--- config.mk ---
export PLATFORM = sky130hd
export DESIGN_NAME = nibble_alu
export DESIGN_NICKNAME = d
export VERILOG_FILES = /design/src/rtl/nibble_alu.sv
export SDC_FILE = /design/constraint.sdc
export NUM_CORES = 1
export LEC_CHECK = 0
export ABC_AREA = 1
export BUFFER_PORTS_ARGS = -buffer_cell sky130_fd_sc_hd__buf_4
export CORE_ASPECT_RATIO = 0.9
export CORE_MARGIN = 1.5
export CORE_UTILIZATION = 30
export DETAILED_ROUTE_END_ITERATION = 7
export GPL_ROUTABILITY_DRIVEN = 0
export PLACE_DENSITY_LB_ADDON = 0.15
export RECOVER_POWER = 25
export SLEW_MARGIN = 20
export SYNTH_ARGS = -nofsm -noshare
export SYNTH_HDL_FRONTEND = slang
export SYNTH_SLANG_ARGS = --single-unit
--- constraint.sdc ---
create_clock -name clk -period 2.65 [get_ports clk]
set_input_delay 0.1325 -clock clk [delete_from_list [all_inputs] [get_ports clk]]
set_output_delay 0.1325 -clock clk [all_outputs]
set_load 0.01 [all_outputs]
--- src/rtl/nibble_alu.sv ---
module nibble_alu #(
  parameter int W = 4
) (
  input  logic         clk,
  input  logic         rst_n,
  input  logic         stb,
  input  logic [W-1:0] a_in,
  input  logic [W-1:0] b_in,
  input  logic [2:0]   op,
  output logic [W-1:0] z,
  output logic         cc,
  output logic         zero,
  output logic [W-1:0] z_q,
  output logic         sc_q
);

  localparam logic [2:0] OP_ADD   = 3'b000;
  localparam logic [2:0] OP_INC   = 3'b001;
  localparam logic [2:0] OP_ADDS  = 3'b010;
  localparam logic [2:0] OP_ADC   = 3'b011;
  localparam logic [2:0] OP_INCS  = 3'b100;
  localparam logic [2:0] OP_AND   = 3'b101;
  localparam logic [2:0] OP_XOR   = 3'b110;
  localparam logic [2:0] OP_ROR   = 3'b111;

  logic         cin;
  logic [W:0]   sum;
  logic         sc_nxt;

  assign cin = (op == OP_INC || op == OP_INCS) ? 1'b1 :
               (op == OP_ADC) ? sc_q : 1'b0;

  assign sum  = {1'b0, a_in} + {1'b0, b_in} + {{W{1'b0}}, cin};
  assign cc   = sum[W];
  assign zero = (z == '0);

  always_comb begin
    case (op)
      OP_AND:  z = a_in & b_in;
      OP_XOR:  z = a_in ^ b_in;
      OP_ROR:  z = sum[W:1];
      default: z = sum[W-1:0];
    endcase
  end

  always_comb begin
    case (op)
      OP_ADDS, OP_ADC, OP_INCS: sc_nxt = sum[W];
      OP_ROR:                   sc_nxt = sum[0];
      default:                  sc_nxt = sc_q;
    endcase
  end

  always_ff @(posedge clk or negedge rst_n) begin
    if (!rst_n) begin
      z_q  <= '0;
      sc_q <= 1'b0;
    end else if (stb) begin
      z_q  <= z;
      sc_q <= sc_nxt;
    end
  end

  AST_HOLD_NO_STB: assert property (@(posedge clk) disable iff (!rst_n)
    !stb |=> ($stable(z_q) && $stable(sc_q)));

  AST_ZQ_CAPTURE: assert property (@(posedge clk) disable iff (!rst_n)
    stb |=> (z_q == $past(z)));

  AST_SC_UNTOUCHED: assert property (@(posedge clk) disable iff (!rst_n)
    (stb && (op == OP_ADD || op == OP_INC || op == OP_AND || op == OP_XOR))
    |=> $stable(sc_q));

  AST_ROR_LOW_BIT: assert property (@(posedge clk) disable iff (!rst_n)
    (stb && op == OP_ROR) |=> (sc_q == $past(a_in[0] ^ b_in[0])));

  AST_ADDS_OVF: assert property (@(posedge clk) disable iff (!rst_n)
    (stb && op == OP_ADDS && a_in == '1 && b_in != '0) |=> sc_q);

  AST_AND_DISJOINT_ZERO: assert property (@(posedge clk) disable iff (!rst_n)
    (op == OP_AND && (a_in & b_in) == '0) |-> zero);

endmodule

==> Word-level counts from Yosys, hierarchy flattened <==
Index checks and enable logic that the tools add are counted.
{ "classes": {"n_addsub": 2, "n_eq_ne": 7, "mux": 4, "bitwise_logic": 2, "reduce_logical": 5} }
{ "ops": {"columns": ["operator", "count"], "rows": [
  ["$eq 3x3->1 const B", 4],
  ["$pmux 4 s3", 1],
  ["$eq 3x2->1 const B", 2],
  ["$add 4x4->5", 1],
  ["$add 5x1->5", 1],
  ["$and 4x4->4", 1],
  ["$logic_not 4->1", 1],
  ["$xor 4x4->4", 1],
  ["$eq 3x1->1 const B", 1],
  ["$reduce_or 3->1", 1],
  ["$mux 1", 2],
  ["$pmux 1 s2", 1],
  ["$reduce_and 2->1", 1],
  ["$reduce_bool 2->1", 1],
  ["$logic_or 1x1->1", 1]
]} }
{ "word_totals": {"register_bits": 5, "inputBits": 14, "output_inout_bits": 11} }

==> Logic depth before layout (Yosys ltp) <==
Gate-level depths: netlist of run 1.
{ "logic_depth": {"ltp_word": 6, "mapped_depth": 13, "mapped_depth_nobuf": 13} }

==> Least setup slack after synthesis of run 1 <==
OpenSTA, ideal clock, no wires.
{ "synth_timing": {"kind": "register -> output", "from": "register sc_q", "to": "output zero", "arrival_ps": 2028, "t_required_ps": 2518, "setup_slack_ps": 490, "path_stages_with_launch": 12, "cell_sequence": "dfrtp_1 o22ai_1 nor2_1 fa_1 fa_1 nand3_1 nand2_1 nand2_1 nand2_1 nand2_2 nand3_1 nor2_1"} }
{ "synth_via": {"elab_chain_len": 5} }
{ "synth_lines": {"columns": ["item", "line", "text"], "rows": [
  ["start: declaration", "14", "output logic sc_q"],
  ["start signal: assignment", "60", "sc_q <= sc_nxt;"],
  ["$mux 1", "31", "(op == OP_ADC) ? sc_q : 1'b0;"],
  ["$mux 1", "30", "assign cin = (op == OP_INC || op == OP_INCS) ? 1'b1 :"],
  ["$add 5x1->5", "33", "assign sum = {1'b0, a_in} + {1'b0, b_in} + {{W{1'b0}}, cin};"],
  ["net cc", "11", "output logic cc,"],
  ["$pmux 4 s3", "38", "case (op)"],
  ["$logic_not 4->1", "35", "assign zero = (z == '0);"],
  ["end: declaration", "12", "output logic zero,"]
]} }
The timed path passes the listed nets, and every way through them passes these cells.

==> Worst setup path in the final report of run 1 <==
{ "layout_timing": {"from": "register sc_q", "to": "output zero"} }
{ "layout_via": {"elab_chain_len": 5} }
{ "layout_lines": {"columns": ["item", "line"], "rows": [
  ["$mux 1", "31"],
  ["$mux 1", "30"],
  ["$add 5x1->5", "33"],
  ["$pmux 4 s3", "38"],
  ["$logic_not 4->1", "35"]
]} }
Every way passes these cells.

==> flow_metrics.env, run 1 <==
export IMPL_period_needed_ps=2463
export IMPL_totalNegativeSetupSlack_ps=0
export IMPL_r2r_end="z_q[1]"
export IMPL_nets=144
export IMPL_synthesis_area_um2=605.6
export IMPL_tightestPinTransition_ps=270.3
export IMPL_start_util_pct=31.63
export IMPL_synth_warning_count=0
export IMPL_p_leak_uw=0.0004560
export IMPL_ios=25
export IMPL_cts_tree="yes"
export IMPL_setup_viol=0
export IMPL_p_sw_share_pct=37.11
export IMPL_insertedDiodeCount=0
export IMPL_report_final_slew_viol_count=0
export IMPL_slew_limit_headroom_pct=81.98
export IMPL_critical_path_top_cell_by_count="nand2_1"
export IMPL_total_wire_length_after_detailed_routing_um=1494
export IMPL_num_rows=15
export IMPL_internal_power_uw=239.1
export IMPL_timing_hold_worst_start="stb"
export IMPL_drt_iter0_markers=16
export IMPL_power_share_sequential_pct=25.8
export IMPL_finalCritPeriodShare_pct=92.93
export IMPL_crit_reg2reg_launch="sc_q"
export IMPL_clk_transition_reported_paths_ps=40
export IMPL_cellPowerDensity_nw_per_um2=441.0
export IMPL_timing_reg2reg_worst_path_depth=11
export IMPL_worst_ir_drop_vdd_uv=233.7
export IMPL_drt_antenna_violating_nets=0
export IMPL_cp_buffers_inverters=1
export IMPL_power_net_switching_uw=141.1
export IMPL_antenna_found_initial=0
export IMPL_worst_hold_path_endpoint="z_q[2]"
export IMPL_cp_cell_sequence="o22ai_1, nor2_1, fa_2, fa_2, nand2_1, nand2_1, nand2_1, nand3_1, nor2_4, nand3_1, nor2_1, buf_4"
export IMPL_root_buffer="clkbuf_4"
export IMPL_hpwl_um=1254
export IMPL_power_frac_comb_pct=51.7
export IMPL_worst_path_dominant_cell_family="simple AND/OR/NAND/NOR gates"
export IMPL_ctsHtreeMaxLevel=1
export IMPL_fin_worst_skew_ps=3.608
export IMPL_drt_pass1_iter_count=4
export IMPL_grt_setup_unrepaired="false"
export IMPL_share_of_cells_above_drive_strength_1_pct=33.33
export IMPL_horizontal_die_dimension_um=50.36
export IMPL_numClockSinks=5
export IMPL_synth_lib_cells_used_distinct=21
export IMPL_maxCapViolations=0
export IMPL_buffer_ports_inserted=24
export IMPL_detail_route_wl_per_cell_um=10.09
export IMPL_cts_root_to_sink_buffers=2
export IMPL_overflow=0
export IMPL_p_clk_share_pct=22.5
export IMPL_flow_area_growth_from_synthesis_pct=42.36
export IMPL_detailroute_via_count=674
export IMPL_cts_buffers_inserted=3
export IMPL_grt_first_pass_wirelength_um=2525
export IMPL_grt_use_total_pct=14.27
export IMPL_most_common_layout_cells="nand2_1, buf_4, inv_1, nand3_1, nor2_1"
export IMPL_synth_avg_cell_area_um2=6.512
export IMPL_worstSetupStartpointType="register"
export IMPL_gate_count_after_technology_mapping=93
export IMPL_achievable_frequency_ghz=0.4061
export IMPL_synth_seq_cells=5
export IMPL_fp_dieH_um=45.63
export IMPL_vias_per_cell=4.554
export IMPL_critical_path_endpoint_type="output pin"
export IMPL_result_of_the_run="completed"
export IMPL_worst_hold_path_type="input pin to register"
export IMPL_grt_start_max_net_pins=9
export IMPL_hold_path_cell_count=3
export IMPL_grt_pass1_vias=605
export IMPL_clkLatencyLatePin_ps=240
export IMPL_required_ps=2520
export IMPL_post_route_drc_count=0
export IMPL_core_um2=1914
export IMPL_cp_data_arrival_time_ps=2330
export IMPL_timing_hold_ws_ps=143.1
export IMPL_r2r_slack_ps=580
export IMPL_timing_critical_path_fanout_max=3
export IMPL_nFillCells=206
export IMPL_mappedNetlistNets=113
export IMPL_fp_dieArea_um2=2298
export IMPL_report_final_hold_viol_count=0
export IMPL_worst_path_max_delay_cell="dfrtp_1"
export IMPL_synth_seq_area_share_pct=20.66
export IMPL_timing_setup_critical_path_class="register to output pin"
export IMPL_slowest_delay_ps=390
sequential cells by signal, summed over array words and instances (netlist names):
name and cells:
z_q 4, sc_q 1
cells by family (layout without fill, tap and decap cells):
logic type,count (synthesis),in the layout,share of synthesized area [%]
flops,5,5,20.66
simple gates,56,56,44.22
fa+ha+maj,6,6,14.88
buf+inv,15,45,9.297
compound gates,11,11,10.95
worst reg2reg max path: cells and delay by family (launching register included):
family          cells  cell delay [ps]
fa+ha+maj           2              720
compound gates      2              160
buf+inv             1              130
simple gates        6              550
flops               1              390
cells in the mapped netlist (all sizes together):
master | count | area, µm²
nand2 | 27 | 108.9
inv | 15 | 56.30
nor2 | 13 | 73.82
nand3 | 12 | 60.06
a21oi | 5 | 28.78
dfrtp | 5 | 125.1
ha | 4 | 50.05
o21ai | 4 | 23.77
fa | 2 | 40.04
nand4 | 2 | 12.51
nand3b | 1 | 7.510
nor3 | 1 | 5.000
o211ai | 1 | 7.510
o22ai | 1 | 6.260
how the worst max path moves through the flow:
stage | cells past startpoint | startpoint | endpoint | slack (ps)
final | 12 | sc_q | zero | 190
after global routing | 12 | sc_q | zero | 5
after CTS | 12 | sc_q | zero | 60
after detailed placement | 12 | sc_q | zero | 340
after global placement | 14 | op[2] | zero | 330
after floorplan | 11 | sc_q | zero | 490
per-stage QoR:
stage / instances / util [%] / area, µm² / setup WS (ps) / power (µW)
after floorplan: 93 / - / 605.6 / 489.5 / 208.0
after global placement: 142 / 42.68 / 817.0 / 328.4 / 291.0
after detailed placement: 142 / 42.68 / 817.0 / 336.4 / 292.3
after CTS: 147 / 44.58 / 853.3 / 63.92 / 382.3
after global routing: 148 / 45.03 / 862.1 / 5.228 / 415.0
final: 148 / 45.03 / 862.1 / 187.4 / 380.2
what timing repair did:
item                                   4_1_cts  5_1_grt
setup endpoints to repair                    0        1
setup buffers                                0        1
endpoints found under the hold margin        5        0
gates resized for setup                      0        2
hold buffers                                 1        0
final cells by class:
cell class                      count  area (µm²)  share of cell area [%]
Tap cell                           25       31.28                   3.628
Clock buffer                        4       26.28                   3.048
Inverter                           15       56.30                   6.531
Timing Repair Buffer               26       193.9                   22.50
Sequential cell                     5       125.1                   14.51
Multi-Input combinational cell     73       429.2                   49.78
per-layer routing:
layer / up-vias / track usage, % / wire (µm)
met5: - / 0 / 0
met4: 0 / 5.946 / 8
met3: 2 / 1.974 / 59
met2: 18 / 23.95 / 748
met1: 292 / 18.67 / 677
li1: 362 / - / -
power by group through the flow:
stage | sequential (µW) | combinational, µW | clock [µW]
after floorplan | 105 | 103 | 0
after global placement | 98.7 | 192 | 0
after detailed placement | 99.0 | 193 | 0
after CTS | 98.4 | 194 | 89.4
after global routing | 99.8 | 223 | 92.6
final | 98.1 | 197 | 85.5
(Power assumes the default switching activity.)
==> run 2: changes to the inputs <==
Settings changed: CTS_BUF_LIST set to sky130_fd_sc_hd__clkbuf_2.
==> run 2 against run 1 <==
Compared with the run above:
- count of clock-buffer cells in the layout unchanged
- critical path type unchanged
- core utilization decreased by 0.33 points
- final area decreased by 0.73%
- cell count unchanged
- clock power decreased by 20%
- largest cell class unchanged
- first-iteration DRC count unchanged
- worst setup slack improved by 23 ps
- non-clock buffer count unchanged
- register-to-register slack about the same
- combinational power about the same
==> flow_metrics.env, run 2 (same netlist as run 1, synthesis figures left out) <==
export IMPL_report_final_hold_viol_count=0
export IMPL_worstSetupStartpointType="register"
export IMPL_fp_dieArea_um2=2298
export IMPL_report_final_slew_viol_count=0
export IMPL_cts_root_to_sink_buffers=2
export IMPL_cellPowerDensity_nw_per_um2=424.3
export IMPL_cts_tree="yes"
export IMPL_detail_route_wl_per_cell_um=10.07
export IMPL_antenna_found_initial=0
export IMPL_share_of_cells_above_drive_strength_1_pct=34.15
export IMPL_clkLatencyLatePin_ps=210
export IMPL_tightestPinTransition_ps=270.3
export IMPL_buffer_ports_inserted=24
export IMPL_worst_hold_path_type="input pin to register"
export IMPL_start_util_pct=31.63
export IMPL_fin_worst_skew_ps=4.946
export IMPL_largest_register_ffs=4
export IMPL_cts_buffers_inserted=3
export IMPL_grt_setup_unrepaired="false"
export IMPL_timing_critical_path_fanout_max=3
export IMPL_ios=25
export IMPL_cp_data_arrival_time_ps=2310
export IMPL_overflow=0
export IMPL_worst_ir_drop_vdd_uv=211.6
export IMPL_detailroute_via_count=676
export IMPL_insertedDiodeCount=0
export IMPL_flow_area_growth_from_synthesis_pct=41.32
export IMPL_worst_path_max_delay_cell="dfrtp_1"
export IMPL_slowest_delay_ps=400
export IMPL_grt_pass1_vias=605
export IMPL_cp_cell_sequence="o22ai_1, nor2_1, fa_2, fa_2, nand2_1, nand2_1, nand2_1, nand3_1, nor2_4, nand3_1, nor2_1, buf_4"
export IMPL_most_common_layout_cells="nand2_1, buf_4, inv_1, nand3_1, nor2_1"
export IMPL_hpwl_um=1254
export IMPL_period_needed_ps=2440
export IMPL_setup_viol=0
export IMPL_hold_path_cell_count=3
export IMPL_nets=144
export IMPL_totalNegativeSetupSlack_ps=0
export IMPL_post_route_drc_count=0
export IMPL_slew_limit_headroom_pct=81.98
export IMPL_grt_first_pass_wirelength_um=2525
export IMPL_finalCritPeriodShare_pct=92.07
export IMPL_biggestRegsByFlops="z_q (4), sc_q (1)"
export IMPL_critical_path_endpoint_type="output pin"
export IMPL_utilization_pct=44.71
export IMPL_maxCapViolations=0
export IMPL_ctsHtreeMaxLevel=1
export IMPL_placedCellCount=142
export IMPL_drt_iter0_markers=16
export IMPL_fp_dieH_um=45.63
export IMPL_num_rows=15
export IMPL_horizontal_die_dimension_um=50.36
export IMPL_core_um2=1914
export IMPL_p_leak_uw=0.0004576
export IMPL_grt_start_max_net_pins=9
export IMPL_grt_use_total_pct=14.27
export IMPL_timing_reg2reg_worst_path_depth=11
export IMPL_registers_top_by_ff_count="z_q"
export IMPL_drt_antenna_violating_nets=0
export IMPL_achievable_frequency_ghz=0.4099
export IMPL_result_of_the_run="completed"
export IMPL_root_buffer="clkbuf_2"
export IMPL_drt_pass1_iter_count=4
export IMPL_required_ps=2520
export IMPL_nFillCells=204
export IMPL_finish_cell_count_without_fillers=148
export IMPL_numClockSinks=5
export IMPL_clk_transition_reported_paths_ps=60
export IMPL_total_wire_length_after_detailed_routing_um=1491
export IMPL_timing_setup_critical_path_class="register to output pin"
export IMPL_vias_per_cell=4.568
export IMPL_critical_path_top_cell_by_count="nand2_1"
run 2: changes by cell type in the layout (fill, tap and decap cells not counted):
cell / delta
clkbuf_4: -3
clkbuf_1: -1
clkbuf_2: +4
run 2: path summary, 6_finish.rpt:
| kind | start | end | slack, ps |
|---|---|---|---|
| max in group asynchronous | rst_n | z_q[2] | 2140 |
| worst min-delay path | stb | z_q[2] | 170 |
| min in group asynchronous | rst_n | z_q[3] | 300 |
| worst max register to register | sc_q | z_q[1] | 580 |
| worst min register to register | z_q[2] | z_q[2] | 480 |
| worst max-delay path | sc_q | zero | 210 |
run 2: cell type report:
| type | count | area, µm² | share of cell area [%] |
|---|---|---|---|
| well taps | 25 | 31.28 | 3.655 |
| repair buffers | 26 | 193.9 | 22.66 |
| multi-input cells | 73 | 429.2 | 50.15 |
| inverters | 15 | 56.30 | 6.579 |
| flip-flops and latches | 5 | 125.1 | 14.62 |
| clock buffers | 4 | 20.02 | 2.339 |
run 2: worst max-delay path: cells and delay by family (launching register included):
family | cells | cell delay [ps]
compound gates | 1 | 120
fa+ha+maj | 2 | 720
buf+inv | 1 | 120
flops | 1 | 400
simple gates | 8 | 740
run 2: power by group:
part / total (µW) / internal [µW] / leakage (µW) / switching (µW)
Combinational: 197 / 92.3 / 0.000379 / 104
Sequential: 97.9 / 89.8 / 0.0000619 / 8.05
Clock: 68.7 / 40.0 / 0.0000166 / 28.7
run 2: stage by stage:
step	setup WS [ps]	power, µW	instance area [µm²]	hold WS, ps
2_1_floorplan	489.5	208.0	605.6	-163.1
3_3_place_gp	328.4	291.0	817.0	-61.61
3_5_place_dp	336.4	292.3	817.0	-61.73
4_1_cts	84.83	364.3	847.1	158.3
5_1_grt	21.58	397.2	855.8	180.7
6_report	210.3	363.2	855.8	171.1
run 2: per-layer routing:
layer  wire length (µm)  up-vias  global-route usage, %
li1                   -      362                      -
met1                677      294                  18.67
met2                745       18                  23.95
met3                 59        2                  1.974
met4                  8        0                  5.946
met5                  0        -                      0
run 2: timing repair:
item,in CTS,in global routing
hold buffers,1,0
setup endpoints to repair,0,1
hold endpoints to repair,5,0
buffers inserted,0,1
gates resized for setup,0,2
